File: src/rtl/spi_qseq_pkg.sv
package spi_qseq_pkg;
  localparam int PTR_W = 4;
  localparam int QCD_W = 7;
  localparam int DTL_W = 8;
  localparam int REG_W = 16;
  localparam int CNT_W = DTL_W;

  typedef enum logic [2:0] {
    ST_IDLE, ST_LOAD, ST_PRE, ST_START, ST_WAIT, ST_POST, ST_HOLD
  } seqState_t;

  typedef struct packed {
    logic ptrLoadNew;
    logic ptrAdvance;
    logic cmdLatch;
    logic postLoad;
    logic cntDec;
    logic compLoad;
    logic clrEn;
    logic csActive;
  } seqCtl_t;
endpackage

File: src/rtl/spi_qseq_datapath.sv
module spi_qseq_datapath
  import spi_qseq_pkg::*;
#(
  parameter int CS_W = 4,
  parameter int SCK_PERIOD = 4
) (
  input  logic                clk,
  input  logic                rstN,
  input  logic                regWr,
  input  logic                regAddr,
  input  logic [REG_W-1:0]    regWdata,
  input  logic                abortLock,
  output logic [REG_W-1:0]    regRdata,
  input  logic [CS_W+1:0]     cmdData,
  output logic [PTR_W-1:0]    cmdAddr,
  output logic [CS_W-1:0]     csOut,
  input  seqCtl_t             ctl,
  output logic                enOut,
  output logic                haltOut,
  output logic                csivOut,
  output logic                cntZero,
  output logic                lastCmd
);
  localparam logic [CNT_W-1:0] DEF_CNT = CNT_W'(SCK_PERIOD - 1);
  localparam int LEAD_BIT  = CS_W;
  localparam int TRAIL_BIT = CS_W + 1;

  logic              enR, haltR, wrenR, wselR, csivR;
  logic [QCD_W-1:0]  qcdR;
  logic [DTL_W-1:0]  dtlR;
  logic [PTR_W-1:0]  endR, compR, newR, ptrR;
  logic [CS_W-1:0]   csR;
  logic [CNT_W-1:0]  cntR;

  logic [QCD_W-1:0]  qcdM1;
  logic [DTL_W-1:0]  dtlM1;
  logic [CNT_W-1:0]  leadCnt, trailCnt;
  logic [PTR_W-1:0]  nextPtr;
  logic              swClear;

  assign qcdM1    = qcdR - QCD_W'(1);
  assign dtlM1    = dtlR - DTL_W'(1);
  assign leadCnt  = cmdData[LEAD_BIT]  ? CNT_W'(qcdM1) : DEF_CNT;
  assign trailCnt = cmdData[TRAIL_BIT] ? CNT_W'(dtlM1) : DEF_CNT;
  assign nextPtr  = (ptrR == endR) ? (wselR ? newR : '0) : ptrR + PTR_W'(1);
  assign swClear  = regWr && !regAddr && !regWdata[15] && !abortLock;

  always_ff @(posedge clk or negedge rstN) begin
    if (!rstN) begin
      enR  <= 1'b0;
      qcdR <= QCD_W'(4);
      dtlR <= DTL_W'(4);
    end else begin
      if (regWr && !regAddr) begin
        qcdR <= regWdata[14:8];
        dtlR <= regWdata[7:0];
        if (regWdata[15]) enR <= 1'b1;
        else if (swClear) enR <= 1'b0;
      end
      if (ctl.clrEn) enR <= 1'b0;
    end
  end

  always_ff @(posedge clk or negedge rstN) begin
    if (!rstN) begin
      haltR <= 1'b0;
      wrenR <= 1'b0;
      wselR <= 1'b0;
      csivR <= 1'b1;
      endR  <= '0;
      newR  <= '0;
    end else if (regWr && regAddr) begin
      haltR <= regWdata[15];
      wrenR <= regWdata[14];
      wselR <= regWdata[13];
      csivR <= regWdata[12];
      endR  <= regWdata[11:8];
      newR  <= regWdata[3:0];
    end
  end

  always_ff @(posedge clk or negedge rstN) begin
    if (!rstN) begin
      ptrR  <= '0;
      compR <= '0;
      csR   <= '0;
      cntR  <= '0;
    end else begin
      if (ctl.ptrLoadNew) ptrR <= newR;
      else if (ctl.ptrAdvance) ptrR <= nextPtr;
      if (ctl.compLoad) compR <= ptrR;
      if (ctl.cmdLatch) begin
        csR  <= cmdData[CS_W-1:0];
        cntR <= leadCnt;
      end else if (ctl.postLoad) begin
        cntR <= trailCnt;
      end else if (ctl.cntDec) begin
        cntR <= cntR - CNT_W'(1);
      end
    end
  end

  assign regRdata = regAddr ? {haltR, wrenR, wselR, csivR, endR, compR, newR}
                            : {enR, qcdR, dtlR};
  assign cmdAddr  = ptrR;
  assign csOut    = ctl.csActive ? csR : {CS_W{csivR}};
  assign enOut    = enR;
  assign haltOut  = haltR;
  assign csivOut  = csivR;
  assign cntZero  = (cntR == '0);
  assign lastCmd  = (ptrR == endR) && !wrenR;
endmodule

File: src/rtl/spi_qseq_ctrl.sv
module spi_qseq_ctrl
  import spi_qseq_pkg::*;
(
  input  logic    clk,
  input  logic    rstN,
  input  logic    enIn,
  input  logic    haltIn,
  input  logic    cntZero,
  input  logic    lastCmd,
  input  logic    xferDone,
  output logic    xferStart,
  output seqCtl_t ctl
);
  seqState_t state, stateNxt;

  always_ff @(posedge clk or negedge rstN) begin
    if (!rstN) state <= ST_IDLE;
    else       state <= stateNxt;
  end

  always_comb begin
    stateNxt = state;
    ctl      = '0;
    if (state != ST_IDLE && !enIn) begin
      stateNxt = ST_IDLE;
    end else begin
      unique case (state)
        ST_IDLE: if (enIn) begin
          ctl.ptrLoadNew = 1'b1;
          stateNxt       = ST_LOAD;
        end
        ST_LOAD: begin
          ctl.cmdLatch = 1'b1;
          stateNxt     = ST_PRE;
        end
        ST_PRE: begin
          if (cntZero) stateNxt = ST_START;
          else         ctl.cntDec = 1'b1;
        end
        ST_START: stateNxt = ST_WAIT;
        ST_WAIT: if (xferDone) begin
          ctl.postLoad = 1'b1;
          stateNxt     = ST_POST;
        end
        ST_POST: begin
          if (!cntZero) begin
            ctl.cntDec = 1'b1;
          end else begin
            ctl.compLoad = 1'b1;
            if (lastCmd) begin
              ctl.clrEn = 1'b1;
              stateNxt  = ST_IDLE;
            end else begin
              ctl.ptrAdvance = 1'b1;
              stateNxt       = haltIn ? ST_HOLD : ST_LOAD;
            end
          end
        end
        ST_HOLD: if (!haltIn) stateNxt = ST_LOAD;
        default: stateNxt = ST_IDLE;
      endcase
    end
    ctl.csActive = (state == ST_PRE) || (state == ST_START) ||
                   (state == ST_WAIT) || (state == ST_POST);
  end

  assign xferStart = (state == ST_START);
endmodule

File: src/rtl/spi_qseq.sv
module spi_qseq
  import spi_qseq_pkg::*;
#(
  parameter int CS_W = 4,
  parameter int SCK_PERIOD = 4
) (
  input  logic              clk,
  input  logic              rstN,
  input  logic              regWr,
  input  logic              regAddr,
  input  logic [15:0]       regWdata,
  output logic [15:0]       regRdata,
  input  logic              abortLock,
  output logic [3:0]        cmdAddr,
  input  logic [CS_W+1:0]   cmdData,
  output logic              xferStart,
  input  logic              xferDone,
  output logic [CS_W-1:0]   csOut
);
  seqCtl_t ctl;
  logic    enSig, haltSig, csivSig, cntZero, lastCmd;

  spi_qseq_datapath #(.CS_W(CS_W), .SCK_PERIOD(SCK_PERIOD)) u_dp (
    .clk(clk), .rstN(rstN), .regWr(regWr), .regAddr(regAddr),
    .regWdata(regWdata), .abortLock(abortLock), .regRdata(regRdata),
    .cmdData(cmdData), .cmdAddr(cmdAddr), .csOut(csOut), .ctl(ctl),
    .enOut(enSig), .haltOut(haltSig), .csivOut(csivSig),
    .cntZero(cntZero), .lastCmd(lastCmd)
  );

  spi_qseq_ctrl u_ctrl (
    .clk(clk), .rstN(rstN), .enIn(enSig), .haltIn(haltSig),
    .cntZero(cntZero), .lastCmd(lastCmd), .xferDone(xferDone),
    .xferStart(xferStart), .ctl(ctl)
  );
endmodule

File: config.mk
export PLATFORM = sky130hd
export DESIGN_NAME = spi_qseq
export DESIGN_NICKNAME = d
export VERILOG_FILES = /design/src/rtl/spi_qseq_pkg.sv /design/src/rtl/spi_qseq_datapath.sv /design/src/rtl/spi_qseq_ctrl.sv /design/src/rtl/spi_qseq.sv
export SDC_FILE = /design/constraint.sdc
export NUM_CORES = 1
export LEC_CHECK = 0
export BUFFER_PORTS_ARGS = -buffer_cell sky130_fd_sc_hd__buf_2
export CAP_MARGIN = 30
export CORE_MARGIN = 5
export CORE_UTILIZATION = 30
export CTS_CLUSTER_SIZE = 10
export DETAILED_ROUTE_END_ITERATION = 6
export PLACE_DENSITY_LB_ADDON = 0.3
export SETUP_SLACK_MARGIN = 0.2
export SKIP_LAST_GASP = 1
export SYNTH_ARGS = -nofsm -noshare
export SYNTH_HDL_FRONTEND = slang
export SYNTH_SLANG_ARGS = --single-unit
File: constraint.sdc
create_clock -name clk -period 3.6 [get_ports clk]
set_clock_uncertainty 0.15 [all_clocks]
set_input_delay 0.72 -clock clk [delete_from_list [all_inputs] [get_ports clk]]
set_output_delay 0.72 -clock clk [all_outputs]
set_load 0.03 [all_outputs]
==> flow_metrics.tcl <==
set metrics [dict create \
    status "finished clean" \
    ios 53 \
    synth_most_common_cell "dfrtp_1" \
    antenna_found_initial 0 \
    internal_power_w 0.00143 \
    cp-start-kind "register" \
    relSlewSlack 0.527 \
    synth_common_cells "dfrtp_1, mux2_2, nand2_1" \
    required_ps 2730 \
    synthTopCellsByArea "dfrtp_1, mux2_2, nand2_1" \
    gp_congestion 0.805 \
    p_sw_frac 0.417 \
    nNetsFinal 369 \
    synthesis.area_um2 3010 \
    synth_top_area_share 0.399 \
    nFillCells 989 \
    synth_seq_cells 51 \
    grt_pass1_vias 2399 \
    synth_edf_count 0 \
    start_util 0.308 \
    rr_worst_depth 6 \
    rsz0062_at_grt "no" \
    wire_per_inst_um 16.2 \
    ys_types 61 \
    setup_violations 0 \
    cts-htree-levels 2 \
    cts_num_sinks 51 \
    worstPathArrival_ps 1820 \
    rr_endpoint "u_dp.cmdAddr[3]" \
    combinationalPowerShare 0.440 \
    seq_area_frac_synth 0.426 \
    seq_area_um2 1280 \
    coreArea_um2 9770 \
    setup_tns_ps 0 \
    dp.cells 463 \
    routed_via_density 4.99 \
    powerDensity_nw_per_um2 695 \
    ctsHoldBuffers 0 \
    rr_startpoint "u_dp.cntR[0]" \
    stdcell_area_um2 3520 \
    ir_worst_vdd_v 0.000367 \
    root_buffer "clkbuf_8" \
    avgSynthCellArea_um2 10.6 \
    p_sw_w 0.00102 \
    hp-class "input port to asynchronous set/reset pin" \
    grt_max_degree 32 \
    fin_crit_ps 2690 \
    pwr-share-clk 0.177 \
    leakagePower_nw 1.57 \
    multi_input_comb_area_um2 1620 \
    dieArea_um2 12100 \
    grt_pass1_wl_um 12500 \
    clkLatencyLatePin_ps 310 \
    firstDrtPassIters 4 \
    startpoint "u_ctrl.state[2]" \
    yosysWarnings 0 \
    dieHeight_um 110 \
    seq_power_share 0.383 \
    end_kind "primary output" \
    syn2layout_area_growth_pct 17.1 \
    cts.path.max_buffers 2 \
    dp_hpwl_um 5880 \
    wirelength_um 7630 \
    grt_usage 0.134 \
    antenna_left 0 \
    cts_tree "yes" \
    chipWidth_um 110 \
    synth_flop_cell "dfrtp_1" \
    route.vias.total 2350 \
    yosysTopAreaCell "dfrtp_1" \
    syn_nets 317 \
    max_freq_ghz 0.372 \
    cts.repair.resized 0 \
    drc 0 \
    synth-async-reset-ratio 1.00 \
    grt_overflow 0 \
    path_clk_slew_ps 100 \
    antennaDiodeCount 0 \
    rows 36 \
    placed_area_um2 3400 \
    portBuffers 52 \
    instances_no_fill 471 \
    period_share 0.746 \
    maxCapViolCount 0 \
    crit_fanout 16 \
    reg2reg_slack_ps 1150 \
    first_iter_violations 97 \
    finalPower_w 0.00245 \
    worst_pin_slew_ps 710 \
    worstSetupPathType "register to primary output" \
    hold_viol 0 \
    final-max-slew-violation-count 0 \
    cts_made_buffers 5 \
    cts_setup_buffers 0 \
    drive_gt1_frac 0.367 \
    syn_inst 285 \
]
-- worst max path at each step --
| stage | slack (ps) | cells past startpoint | end |
|---|---|---|---|
| 2_1_floorplan | 1130 | 2 | regRdata[0] |
| 3_3_place_gp | 1090 | 3 | regRdata[14] |
| 3_5_place_dp | 1050 | 3 | regRdata[3] |
| 4_1_cts | 900 | 5 | csOut[0] |
| 5_1_grt | 700 | 5 | csOut[0] |
| 6_report | 910 | 5 | csOut[1] |
-- cell type report --
cell class                 instances  area share
clock buffer                       6      0.0234
timing repair buffer              55      0.0803
clock inverter                     2      0.0110
multi-input combinational        209       0.459
tap                              133      0.0472
inverter                          15      0.0160
sequential                        51       0.363
-- state kept, by name, indices dropped and copies added, names as in the netlist --
name          count
u_dp.cntR         8
u_dp.csivOut      1
u_dp.cmdAddr      4
u_dp.endR         4
u_dp.wrenR        1
u_dp.compR        4
u_dp.haltOut      1
u_dp.enOut        1
u_dp.qcdR         7
u_ctrl.state      3
u_dp.dtlR         8
u_dp.newR         4
u_dp.csR          4
u_dp.wselR        1
-- layout by cell type, fill, tap and decap left out, drive strengths merged, types with 2 or more instances in the layout --
master / count
buf: 55
dfrtp: 48
mux2: 47
nand2: 30
o21ai: 20
inv: 16
nor2: 10
xnor2: 10
a21oi: 9
nor3: 9
xor2: 8
clkbuf: 6
nand3: 5
ha: 4
and2: 3
nand2b: 3
or3: 3
dfstp: 3
and3: 2
nand4: 2
nand3b: 2
a211o: 2
nor2b: 2
a22oi: 2
o31ai: 2
a222oi: 2
o2bb2ai: 2
nor3b: 2
or4b: 2
o221ai: 2
nor4: 2
o41ai: 2
-- kinds of logic after synthesis --
logic type                 after synthesis  synth area share
DFF                                     51             0.426
muxes                                   48             0.179
adders and majority gates                4            0.0166
and+or+nand+nor                         81             0.146
buffers and inverters                   25            0.0370
xor gates and xnor gates                18            0.0524
AOI/OAI and AO/OA                       58             0.143
-- critical path, cell delays in order, from the launching register on --
cell,delay [ps]
dfrtp_1,670
xor2_1,390
inv_1,70
nand2_1,130
nand2_1,70
buf_2,170
-- stage by stage --
stage,setup WS (ps),hold slack (ps),utilization
3_3_place_gp,1090,343,0.348
2_1_floorplan,1130,274,-
5_1_grt,699,354,0.360
6_report,913,297,0.360
3_5_place_dp,1050,346,0.348
4_1_cts,900,315,0.360
-- metal layers --
metal / share of wire / vias to the layer above / track usage
li1: - / 1146 / -
met2: 0.48 / 56 / 0.221
met1: 0.47 / 1144 / 0.187
met5: 0 / - / 0
met4: 0.0050 / 0 / 0.0308
met3: 0.041 / 4 / 0.0198
-- power by group through the flow --
stage               clock network (W)  registers (W)  logic (W)
floorplan                           0       0.000904   0.000853
finish                       0.000433       0.000938    0.00108
global route                 0.000467       0.000968    0.00119
CTS                          0.000445       0.000937    0.00109
global placement                    0       0.000948    0.00107
detailed placement                  0       0.000948    0.00108
No activity file was read; power rests on OpenSTA's default activity.
